==> config.mk <==
export PLATFORM = sky130hd
export DESIGN_NAME = msi_cap_sel
export DESIGN_NICKNAME = d
export VERILOG_FILES = /design/src/rtl/msi_cap_pkg.sv /design/src/rtl/msi_rst_sync.sv /design/src/rtl/msi_cap_regs.sv /design/src/rtl/msi_cap_deliver.sv /design/src/rtl/msi_cap_sel.sv
export SDC_FILE = /design/constraint.sdc
export NUM_CORES = 1
export LEC_CHECK = 0
export BUFFER_PORTS_ARGS = -buffer_cell sky130_fd_sc_hd__buf_2
export CORE_MARGIN = 5
export CORE_UTILIZATION = 52
export CTS_BUF_LIST = sky130_fd_sc_hd__clkbuf_4 sky130_fd_sc_hd__clkbuf_8
export CTS_CLUSTER_SIZE = 28
export DETAILED_ROUTE_END_ITERATION = 10
export PLACE_DENSITY = 0.86
export SLEW_MARGIN = 5
export SYNTH_ARGS = -nofsm -noshare
export SYNTH_HDL_FRONTEND = slang
export SYNTH_SLANG_ARGS = --single-unit
==> constraint.sdc <==
create_clock -name clk -period 3.5 [get_ports clk]
set_input_delay 0 -clock clk [delete_from_list [all_inputs] [get_ports clk]]
set_output_delay 0 -clock clk [all_outputs]
set_load 0.02 [all_outputs]
==> src/rtl/msi_cap_pkg.sv <==
package msi_cap_pkg;
  localparam int unsigned DATA_W   = 32;
  localparam int unsigned BE_W     = DATA_W / 8;
  localparam int unsigned OFF_W    = 8;
  localparam logic [OFF_W-1:0] OFF_CTRL = 8'h80;
  localparam logic [OFF_W-1:0] OFF_ADDR = 8'h84;
  localparam logic [7:0] ID_MSI    = 8'h05;
  localparam logic [7:0] NEXT_CAP  = 8'h90;
  localparam int unsigned MME_W    = 3;

  typedef struct packed {
    logic [MME_W-1:0] mme;
    logic             en;
  } ctrl_t;
endpackage

==> src/rtl/msi_rst_sync.sv <==
module msi_rst_sync #(
  parameter int unsigned STAGES = 2
) (
  input  logic clk,
  input  logic arst_n,
  output logic srst_n
);
  logic [STAGES-1:0] sync_q;

  always_ff @(posedge clk or negedge arst_n) begin
    if (!arst_n) sync_q <= '0;
    else         sync_q <= {sync_q[STAGES-2:0], 1'b1};
  end

  assign srst_n = sync_q[STAGES-1];
endmodule

==> src/rtl/msi_cap_regs.sv <==
module msi_cap_regs
  import msi_cap_pkg::*;
(
  input  logic              clk,
  input  logic              rst_n,
  input  logic              wr_i,
  input  logic [OFF_W-1:0]  off_i,
  input  logic [DATA_W-1:0] wdata_i,
  input  logic [BE_W-1:0]   be_i,
  output logic [DATA_W-1:0] rdata_o,
  output ctrl_t             ctrl_o,
  output logic [DATA_W-1:0] addr_o
);
  localparam int unsigned DW_LSB = 2;

  ctrl_t             ctrl_q, ctrl_d;
  logic [DATA_W-1:DW_LSB] addr_q, addr_d;
  logic              hit_ctrl, hit_addr;

  assign hit_ctrl = (off_i[OFF_W-1:DW_LSB] == OFF_CTRL[OFF_W-1:DW_LSB]);
  assign hit_addr = (off_i[OFF_W-1:DW_LSB] == OFF_ADDR[OFF_W-1:DW_LSB]);

  always_comb begin
    ctrl_d = ctrl_q;
    if (wr_i && hit_ctrl && be_i[2]) begin
      ctrl_d.mme = wdata_i[20 +: MME_W];
      ctrl_d.en  = wdata_i[16];
    end
  end

  // Each byte lane of the address register has its own write enable.
  for (genvar b = 0; b < BE_W; b++) begin : g_addr_lane
    localparam int unsigned LO = (b == 0) ? DW_LSB : 8*b;
    always_comb begin
      addr_d[8*b+7:LO] = addr_q[8*b+7:LO];
      if (wr_i && hit_addr && be_i[b]) addr_d[8*b+7:LO] = wdata_i[8*b+7:LO];
    end
  end

  always_ff @(posedge clk or negedge rst_n) begin
    if (!rst_n) begin
      ctrl_q <= '0;
      addr_q <= '0;
    end else begin
      ctrl_q <= ctrl_d;
      addr_q <= addr_d;
    end
  end

  always_comb begin
    rdata_o = '0;
    if (hit_ctrl)
      rdata_o = {8'h00, 1'b0, ctrl_q.mme, 3'b000, ctrl_q.en, NEXT_CAP, ID_MSI};
    else if (hit_addr)
      rdata_o = {addr_q, 2'b00};
  end

  assign ctrl_o = ctrl_q;
  assign addr_o = {addr_q, 2'b00};
endmodule

==> src/rtl/msi_cap_deliver.sv <==
module msi_cap_deliver
  import msi_cap_pkg::*;
(
  input  logic              clk,
  input  logic              rst_n,
  input  logic              msi_en_i,
  input  logic              bme_i,
  input  logic              evt_i,
  input  logic              clr_i,
  input  logic              ack_i,
  input  logic [DATA_W-1:0] addr_i,
  output logic              req_o,
  output logic [DATA_W-1:0] req_addr_o,
  output logic              intx_o
);
  logic evt_q, busy_q, pend_q, req_q, intx_q;
  logic busy_d, pend_d, req_d, intx_d;
  logic [DATA_W-1:0] raddr_q, raddr_d;
  logic rise, msi_ok, free;

  assign rise   = evt_i & ~evt_q;
  assign msi_ok = msi_en_i & bme_i;
  assign free   = ~busy_q | ack_i;

  always_comb begin
    req_d   = free & msi_ok & (pend_q | rise);
    pend_d  = msi_en_i & (free ? (pend_q & rise & msi_ok)
                               : (pend_q | (rise & msi_ok)));
    busy_d  = req_d | (busy_q & ~ack_i);
    raddr_d = req_d ? addr_i : raddr_q;
    intx_d  = ~msi_en_i & (rise | (intx_q & ~clr_i));
  end

  always_ff @(posedge clk or negedge rst_n) begin
    if (!rst_n) begin
      evt_q   <= 1'b0;
      busy_q  <= 1'b0;
      pend_q  <= 1'b0;
      req_q   <= 1'b0;
      intx_q  <= 1'b0;
      raddr_q <= '0;
    end else begin
      evt_q   <= evt_i;
      busy_q  <= busy_d;
      pend_q  <= pend_d;
      req_q   <= req_d;
      intx_q  <= intx_d;
      if (req_d) raddr_q <= raddr_d;
    end
  end

  assign req_o      = req_q;
  assign req_addr_o = raddr_q;
  assign intx_o     = intx_q;
endmodule

==> src/rtl/msi_cap_sel.sv <==
module msi_cap_sel
  import msi_cap_pkg::*;
(
  input  logic              clk,
  input  logic              rst_n,
  input  logic              reg_wr_i,
  input  logic [OFF_W-1:0]  reg_off_i,
  input  logic [DATA_W-1:0] reg_wdata_i,
  input  logic [BE_W-1:0]   reg_be_i,
  output logic [DATA_W-1:0] reg_rdata_o,
  input  logic              bme_i,
  input  logic              irq_evt_i,
  input  logic              irq_clr_i,
  input  logic              msi_ack_i,
  output logic              msi_req_o,
  output logic [DATA_W-1:0] msi_addr_o,
  output logic              intx_o
);
  logic              srst_n;
  ctrl_t             ctrl;
  logic [DATA_W-1:0] cap_addr;
  logic              msi_en;

  msi_rst_sync #(.STAGES(2)) u_rst (
    .clk(clk), .arst_n(rst_n), .srst_n(srst_n)
  );

  msi_cap_regs u_regs (
    .clk(clk), .rst_n(srst_n), .wr_i(reg_wr_i), .off_i(reg_off_i),
    .wdata_i(reg_wdata_i), .be_i(reg_be_i), .rdata_o(reg_rdata_o),
    .ctrl_o(ctrl), .addr_o(cap_addr)
  );

  assign msi_en = ctrl.en;

  msi_cap_deliver u_dlv (
    .clk(clk), .rst_n(srst_n), .msi_en_i(msi_en), .bme_i(bme_i),
    .evt_i(irq_evt_i), .clr_i(irq_clr_i), .ack_i(msi_ack_i),
    .addr_i(cap_addr), .req_o(msi_req_o), .req_addr_o(msi_addr_o),
    .intx_o(intx_o)
  );
endmodule

==> results of run 1 <==
path summary, 6_finish.rpt:
kind / start / endpoint / slack [ps] / cells past startpoint
setup reg to reg: u_dlv.evt_q$_DFF_PN0_ / u_dlv.req_addr_o[26]$_DFFE_PN0P_ / 1570 / 3
min in group asynchronous: u_rst.sync_q[1]$_DFF_PN0_ / u_regs.ctrl_o[1]$_DFFE_PN0P_ / 480 / 0
max in group asynchronous: u_rst.sync_q[1]$_DFF_PN0_ / u_dlv.req_addr_o[25]$_DFFE_PN0P_ / 2160 / 1
hold / removal: msi_ack_i / u_dlv.busy_q$_DFF_PN0_ / 60 / 3
setup / recovery: irq_evt_i / u_dlv.req_addr_o[31]$_DFFE_PN0P_ / 1560 / 5
hold reg to reg: u_rst.sync_q[0]$_DFF_PN0_ / u_rst.sync_q[1]$_DFF_PN0_ / 360 / 0
layout make-up:
cell class	count	area, um^2	share of cell area
flip-flops and latches	71	1780	0.431
multi-input cells	124	1150	0.279
repair buffers	145	903	0.219
clock buffers	15	175	0.0425
well taps	72	90.1	0.0218
inverters	6	22.5	0.00546
clock inverters	1	5.00	0.00121
per-stage QoR:
stage          power (W)  worst slack, ps
4_1_cts          0.00168             1550
5_1_grt          0.00174             1450
3_3_place_gp     0.00105             1610
2_1_floorplan   0.000997             1380
6_report         0.00166             1560
3_5_place_dp     0.00106             1560
cells by family after synthesis:
| family | synth area share |
|---|---|
| compound gates | 0.0121 |
| flops | 0.594 |
| other cells | 0.00251 |
| simple gates | 0.104 |
| buf+inv | 0.0301 |
| mux | 0.254 |
| fa+ha+maj | 0.00335 |
flip-flops by register name (all words and copies together) (netlist names):
register	count
u_regs.ctrl_o	4
u_dlv.intx_o	1
u_dlv.pend_q	1
u_regs.addr_q	30
u_dlv.req_o	1
u_dlv.busy_q	1
u_rst.sync_q	2
u_dlv.req_addr_o	30
u_dlv.evt_q	1
power by group:
part / total, W / internal, W / switching (W)
clock: 0.000583 / 0.000316 / 0.000267
combinational: 0.000168 / 0.0000955 / 0.0000725
sequential: 0.000907 / 0.000868 / 0.0000392
total: 0.00166 / 0.00128 / 0.000379
placed cells by master, fill, tap and decap left out, drive strengths merged:
| master | netlist | layout |
|---|---|---|
| and2 | 23 | 23 |
| o211ai | 1 | 1 |
| mux2i | 4 | 4 |
| nand4 | 1 | 1 |
| a21oi | 4 | 4 |
| o2111ai | 1 | 1 |
| and3 | 1 | 1 |
| nand3 | 3 | 3 |
| clkinv | 0 | 1 |
| dfrtp | 71 | 71 |
| mux2 | 64 | 64 |
| and4bb | 1 | 1 |
| nand3b | 1 | 1 |
| conb | 2 | 4 |
| buf | 8 | 110 |
| maj3 | 1 | 1 |
| clkbuf | 2 | 15 |
| nand2 | 2 | 2 |
| and4b | 1 | 1 |
| nor2 | 7 | 7 |
| nor3b | 2 | 2 |
| inv | 6 | 6 |
| nor2b | 2 | 2 |
| nand2b | 1 | 1 |
| dlygate4sd3 | 0 | 35 |
what timing repair did:
action / 4_1_cts / 5_1_grt
hold buffers: 35 / 0
gates resized for setup: 0 / 0
hold endpoints to repair: 39 / 0
routing by layer:
layer  routed length (um)  vias up
li1                     -     1008
met1                 2810     1061
met2                 3570       81
met3                  441       14
met4                  124        0
met5                    0        -
worst register-to-register path, delay by kind of cell, from the launching register on:
kind | cells | cell delay [ps]
AND/OR/NAND/NOR | 1 | 320
flip-flops | 1 | 380
AO/OA/AOI/OAI | 1 | 560
multiplexers | 1 | 540
==> metrics.txt, run 1 <==
ANT nets after route 0; Vias per Instance 4.99; Global Route Usage Sum 0.200; Synth top cells by count dfrtp_1 (71), mux2_2 (62), and2_1 (23); total number of vias around 2200; initial antenna violation count 0; Hold Crit Class in2reg; number of library cell types mapped by synthesis 26; residual DRC count 0; GR met3 Demand/Resource 0.0432; top post-synthesis cells by area dfrtp_1 (59%), mux2_2 (23%), and2_1 (4.8%); largest delay contributor family on the critical path compound AO/OA/AOI/OAI gates; DR iter-0 viols 35; pwr dens between 400 and 500 mW/mm^2; H-tree depth 3; Fillers approximately 380; endpoints failing setup 0; Yosys warning count 0; DR pass1 iterations 4; I/O Buffers between 100 and 150; die area between 0.007 and 0.008 mm^2; RSZ-0062 raised after global routing no; data required time at the worst endpoint about 3700 ps; Clk pin slew, worst setup/hold paths roughly 70 ps; top-count cell post-synth dfrtp_1; Top Ports around 120; root buffer cell clkbuf_8; Slew HR 0.277; placed cell area between 0.003 and 0.004 mm^2; mapped cell area 0.00299 mm^2; CP max stage cell o2111ai_4; Area growth, synth to finish 37.9%; WP buf/inv 2; Clock Skews around 8.5 ps; Starting Density 0.540; crit path cell chain dlygate4sd3_1, buf_2, nor2b_1, o2111ai_4, mux2_2; synthesized area per cell ~14 um^2; GRT Residual Overflow 0; CTS tree built; Die Ht 85.9 um; crit end category register; clock buffer count from CTS 9; FFs w/ async S/R, synth 1.00; core box area between 0.005 and 0.006 mm^2; EDFF count, synth 0; fin cells 434; Tightest Pin Transition between 1000 and 1500 ps; number of global-route vias before repair 2363; leading area contributor after synthesis dfrtp_1; crit path DAT between 2000 and 2500 ps; WL/cell ~16 um; Synth top area share 0.594; status finished, final reports clean; GRT met2 Usage 0.333; worst hold slack 58.0 ps; routability cong. around 0.76; critical path class in2reg; Layout Nets around 410; largest net degree at the start of global routing 53; Worst IR Drop VDD around 0.00029 V; layer with the highest usage met2; setup repair bufs after CTS 0; final period utilization 0.554; clk_lat worst skew approximately 330 ps; M1 GR Usage 0.248; FMAX 0.516 GHz; Min Clock Period, post-route 1940 ps; max cap viols 0; CTS Sinks a little over 70; flops & latches, synth 71; Die X between 80 and 90 um; cells after synthesis between 200 and 250; clock buffer depth 2; setup TNS 0 ps; final WL 6.94 mm; Final Core Density 0.744; sequential fraction of the synthesis area 0.594; first-pass GRT wire length ~11 mm; ant diodes 0; placed insts between 300 and 400; crit-path max FO 31; Final Hold Vio Count 0; startpoint types primary input; Leak Pwr 2.30 nW; final slew viol count 0; Synth Flop Type dfrtp_1; cell area after layout 0.00412 mm^2; Final HPWL DP about 4.7 mm; # rows 27; share of layout cells above drive strength 1 0.541; Worst path max stage delay around 850 ps
No activity file was read; power rests on OpenSTA's default activity.
==> run 2: changes to the inputs <==
--- a/config.mk
+++ b/config.mk
@@ -5,13 +5,14 @@
 export SDC_FILE = /design/constraint.sdc
 export NUM_CORES = 1
 export LEC_CHECK = 0
+export ABC_AREA = 1
 export BUFFER_PORTS_ARGS = -buffer_cell sky130_fd_sc_hd__buf_2
 export CORE_MARGIN = 5
-export CORE_UTILIZATION = 52
+export CORE_UTILIZATION = 46
 export CTS_BUF_LIST = sky130_fd_sc_hd__clkbuf_4 sky130_fd_sc_hd__clkbuf_8
 export CTS_CLUSTER_SIZE = 28
 export DETAILED_ROUTE_END_ITERATION = 10
-export PLACE_DENSITY = 0.86
+export PLACE_DENSITY = 0.79
 export SLEW_MARGIN = 5
 export SYNTH_ARGS = -nofsm -noshare
 export SYNTH_HDL_FRONTEND = slang
==> constraint.sdc (replaced) <==
create_clock -name clk -period 1.65 [get_ports clk]
set_input_delay 0 -clock clk [delete_from_list [all_inputs] [get_ports clk]]
set_output_delay 0 -clock clk [all_outputs]
set_load 0.02 [all_outputs]
==> metrics.txt, run 2 <==
reg2reg path depth 5; largest net degree at the start of global routing 36; root buffer cell clkbuf_8; Yosys warning count 0; Final Hold Vio Count 0; number of global-route vias before repair around 3000; total number of vias slightly below 3000; clock buffer count from CTS 9; placed insts roughly 540; H-tree depth 3; Clock Skews approximately 12 ps; mapped cell area 0.00312 mm^2; most frequent cells in the layout nand2_1 (115), buf_2 (109), dfrtp_1 (70); clk_lat worst skew around 340 ps; Top Ports 117; worst hold slack a little under 10 ps; Die Ht about 90 um; Global Route Usage Sum 0.202; Worst path max stage delay approximately 440 ps; # rows 30; commonest non-fill, non-tap cell in the layout nand2_1; ant diodes 0; WP buf/inv 1; Synth top area share 0.570; max cap viols 0; RSZ-0062 raised after global routing no; CP max stage cell dfrtp_1; Starting Density 0.466; Synth top cells by count nand2_1 (116), dfrtp_1 (71), inv_1 (40); final WL between 8 and 9 mm; Reg2Reg Launch Point u_regs.ctrl_o[0]$_DFFE_PN0P_; RR Endpoint u_dlv.req_addr_o[21]$_DFFE_PN0P_; die area 0.00852 mm^2; clock buffer depth 2; ANT nets after route 0; Min Clock Period, post-route ~1500 ps; Worst IR Drop VDD slightly above 0.0005 V; Layout Nets between 500 and 600; first-pass GRT wire length 13.8 mm; FFs w/ async S/R, synth 1.00; Vias per Instance around 4.8; critical path class reg2reg; initial antenna violation count 0; residual DRC count 0; Final HPWL DP about 5.4 mm; FF+latch area ~0.0018 mm^2; crit path cell chain nand2_1, nor2_1, nand2_2, buf_4, o21ai_0; largest delay contributor family on the critical path flip-flops; area of the multi-input gates between 0.001 and 0.0015 mm^2; setup repair bufs after CTS 0; Fillers between 500 and 600; Clk pin slew, worst setup/hold paths 80 ps; number of library cell types mapped by synthesis 16; FMAX roughly 0.68 GHz; DR iter-0 viols approximately 120; WL/cell 13.3 um; setup TNS 0 ps; Slew HR 0.600; Critical path origin u_regs.ctrl_o[0]$_DFFE_PN0P_; cells after synthesis between 300 and 400; status finished, final reports clean; endpoints failing setup 0; Worst Setup EP u_dlv.req_addr_o[21]$_DFFE_PN0P_; GRT Residual Overflow 0; Die X about 92 um; Levels on crit path 5; Leak Pwr 2.35 nW; Hold Crit Class in2reg; crit path DAT roughly 1700 ps; CTS Sinks 71; reg2reg setup slack 190 ps; EDFF count, synth 0; Tightest Pin Transition 598 ps; final period utilization 0.886; Area growth, synth to finish 43.3%; top post-synthesis cells by area dfrtp_1 (57%), nand2_1 (14%), o21ai_0 (5.9%); startpoint types register; top-count cell post-synth nand2_1; crit end category register; leading area contributor after synthesis dfrtp_1; data required time at the worst endpoint roughly 1900 ps; CTS tree built; fin cells a little over 600; share of layout cells above drive strength 1 0.282; Synth Flop Type dfrtp_1; core box area around 0.0067 mm^2; DR pass1 iterations 4; flops & latches, synth between 70 and 80; final slew viol count 0; sequential fraction of the synthesis area 0.570; routability cong. 0.767; synthesized area per cell roughly 8.6 um^2; pwr dens just under 900 mW/mm^2; I/O Buffers approximately 110; crit-path max FO 24; hold_sp reg_be_i[3]
-- run 2: report_power, final --
group	switching (W)	internal, W	leakage [nW]
sequential	0.0000528	0.00184	0.969
clock	0.000651	0.00101	0.123
combinational	0.000246	0.000170	1.25
-- run 2: area by class of cell --
cell class	count	area share
Timing Repair Buffer	169	0.252
Clock inverter	7	0.0272
Sequential cell	71	0.398
Multi-Input combinational cell	228	0.238
Tap cell	80	0.0224
Clock buffer	9	0.0277
Inverter	41	0.0345
-- run 2: logic make-up after synthesis --
group                  Yosys count  synth area share
other                            2           0.00241
AND/OR/NAND/NOR                185             0.273
buffers and inverters           64            0.0915
AO/OA/AOI/OAI                   39            0.0626
flip-flops                      71             0.570
-- run 2: worst min-delay path: cells and delay by family --
kind | cells | cell delay [ps]
buffers and inverters | 1 | 160
AND/OR/NAND/NOR | 2 | 150
-- run 2: repair_timing --
item,in CTS,in global routing
endpoints found under the setup margin,0,0
hold buffers,51,0
gates resized for setup,0,0
hold endpoints to repair,39,0
-- run 2: worst min path at each step --
stage	slack (ps)	cells after the start	to
finish	10	3	u_regs.addr_q[31]$_DFFE_PN0P_
global route	10	3	u_regs.addr_q[26]$_DFFE_PN0P_
CTS	1	3	u_regs.addr_q[31]$_DFFE_PN0P_
global placement	-220	1	u_rst.sync_q[0]$_DFF_PN0_
floorplan	-300	0	u_rst.sync_q[0]$_DFF_PN0_
detailed placement	-210	1	u_rst.sync_q[0]$_DFF_PN0_
-- run 2: metal layers --
metal	vias up	GRT usage	routed length (um)
met3	18	0.0374	367
li1	1448	-	-
met5	-	0	0
met1	1336	0.237	3370
met4	0	0.0879	183
met2	83	0.361	4130
-- run 2: per-stage QoR --
step / total power, W / worst slack (ps) / util / area (um^2)
2_1_floorplan: 0.00213 / 439 / - / 3130
6_report: 0.00397 / 188 / 0.668 / 4470
4_1_cts: 0.00400 / 194 / 0.668 / 4470
3_5_place_dp: 0.00228 / 216 / 0.555 / 3710
3_3_place_gp: 0.00226 / 312 / 0.555 / 3710
5_1_grt: 0.00415 / 47.4 / 0.668 / 4470
==> run 3: changes to the inputs <==
--- a/config.mk
+++ b/config.mk
@@ -6,13 +6,13 @@
 export NUM_CORES = 1
 export LEC_CHECK = 0
 export ABC_AREA = 1
-export BUFFER_PORTS_ARGS = -buffer_cell sky130_fd_sc_hd__buf_2
 export CORE_MARGIN = 5
-export CORE_UTILIZATION = 46
+export CORE_UTILIZATION = 52
 export CTS_BUF_LIST = sky130_fd_sc_hd__clkbuf_4 sky130_fd_sc_hd__clkbuf_8
 export CTS_CLUSTER_SIZE = 28
 export DETAILED_ROUTE_END_ITERATION = 10
-export PLACE_DENSITY = 0.79
+export DONT_BUFFER_PORTS = 1
+export PLACE_DENSITY = 0.71
 export SLEW_MARGIN = 5
 export SYNTH_ARGS = -nofsm -noshare
 export SYNTH_HDL_FRONTEND = slang
==> metrics.txt, run 3 (synthesis gave the netlist of run 2 again) <==
Power Internal 0.00305 W; ANT nets after route 0; crit end category register; Worst IR Drop VDD between 0.0006 and 0.0007 V; largest net degree at the start of global routing 70; area of the multi-input gates 0.00106 mm^2; most frequent cells in the layout nand2_1 (115), dfrtp_1 (70), inv_1 (40), dlygate4sd3_1 (40), o21ai_0 (37); root buffer cell clkbuf_8; Clock power frac 0.437; Global Route Usage Sum 0.216; first-pass GRT wire length between 10 and 15 mm; Final Hold Vio Count 0; residual DRC count 0; DR pass1 iterations 4; Layout Nets 468; # rows 28; number of global-route vias before repair between 2000 and 3000; CTS Sinks 71; max cap viols 0; share of power burned in registers 0.484; Die X 87.4 um; clk_lat worst skew ~350 ps; clock buffer count from CTS 9; GRT Residual Overflow 0; H-tree depth 3; RSZ-0062 raised after global routing no; core box area 0.00589 mm^2; critical path class in2reg; clock buffer depth 2; DR iter-0 viols 97; startpoint types primary input; FMAX 0.683 GHz; reg2reg path depth 6; Top Ports 117; Final HPWL DP between 5 and 6 mm; Fillers roughly 500; net load switching power between 0.0009 and 0.001 W; final period utilization 0.887; Min Clock Period, post-route roughly 1500 ps; Tightest Pin Transition 944 ps; Clk pin slew, worst setup/hold paths ~80 ps; setup TNS 0 ps; pwr dens roughly 1000 mW/mm^2; Leak Pwr roughly 1.9 nW; Clock Skews between 10 and 15 ps; final WL a little under 8 mm; routability cong. roughly 0.75; commonest non-fill, non-tap cell in the layout nand2_1; WL/cell between 15 and 20 um; WHS Path Cells 3; setup slack at placement 349 ps; CTS tree built; initial antenna violation count 0; die area about 0.0076 mm^2; crit-path max FO 35; Die Ht approximately 87 um; endpoints failing setup 0; final slew viol count 0; ant diodes 0; Starting Density 0.530; final worst slack about 190 ps; crit path DAT 1690 ps; total number of vias ~2500; logic gate share of total power 0.079; Hold Crit Class in2reg; share of layout cells above drive strength 1 0.130; status finished, final reports clean; switching share of power 0.235; Area growth, synth to finish 27.4%; FF+latch area 0.00178 mm^2; I/O Buffers 0; Vias per Instance 5.10; Slew HR 0.371; data required time at the worst endpoint between 1500 and 2000 ps
==> run 3: path summary, 6_finish.rpt <==
path / startpoint / end / slack [ps]
max in group asynchronous: u_rst.sync_q[1]$_DFF_PN0_ / u_dlv.req_addr_o[29]$_DFFE_PN0P_ / 1030
min in group asynchronous: u_rst.sync_q[1]$_DFF_PN0_ / u_regs.addr_q[10]$_DFFE_PN0P_ / 270
max reg2reg: u_regs.ctrl_o[0]$_DFFE_PN0P_ / u_dlv.req_addr_o[30]$_DFFE_PN0P_ / 410
min: reg_be_i[3] / u_regs.addr_q[24]$_DFFE_PN0P_ / 20
min reg2reg: u_rst.sync_q[1]$_DFF_PN0_ / u_regs.addr_q[10]$_DFFE_PN0P_ / 270
max: reg_off_i[3] / u_regs.addr_q[10]$_DFFE_PN0P_ / 190
==> run 3: final cells by class <==
type	count	share of cell area
clock buffer	11	0.0381
clock inverter	5	0.0262
inverter	41	0.0388
multi-input combinational	228	0.268
sequential	71	0.448
tap	75	0.0236
timing repair buffer	66	0.158
==> run 3: worst max-delay path, cell delays in order <==
cell           delay [ps]
nor2_1                 80
nand2_1               100
nor2_4                100
buf_4                 350
nand3_1               320
nand2_1               140
nand2_1                50
dlygate4sd3_1         550
==> run 3: per-stage QoR <==
step            util  total power (W)  cells  hold WS, ps  instance area [um^2]
2_1_floorplan      -          0.00213    363         -296                  3130
3_3_place_gp   0.561          0.00216    440         -296                  3300
3_5_place_dp   0.561          0.00218    440         -296                  3300
4_1_cts        0.674          0.00402    497         11.9                  3970
5_1_grt        0.675          0.00415    497         74.4                  3970
6_report       0.675          0.00399    497         22.0                  3970
==> run 3: timing repair <==
action                                  4_1_cts  5_1_grt
hold buffers                                 41        0
gates resized for setup                       0        1
hold endpoints to repair                     40        0
endpoints found under the setup margin        0        1
buffers inserted                              0        0
==> run 3: per-layer routing <==
| metal | global-route usage | up-vias | share of wire |
|---|---|---|---|
| met4 | 0.0893 | 0 | 0.016 |
| met5 | 0 | - | 0 |
| met2 | 0.350 | 86 | 0.51 |
| met1 | 0.278 | 1205 | 0.41 |
| met3 | 0.0520 | 11 | 0.069 |
| li1 | - | 1234 | - |
==> run 3: power groups by stage <==
stage,logic (W),registers [W],clock network (W)
after CTS,0.000316,0.00193,0.00177
after global routing,0.000364,0.00194,0.00185
after detailed placement,0.000215,0.00197,0
final,0.000317,0.00193,0.00174
after global placement,0.000203,0.00196,0
after floorplan,0.000165,0.00197,0
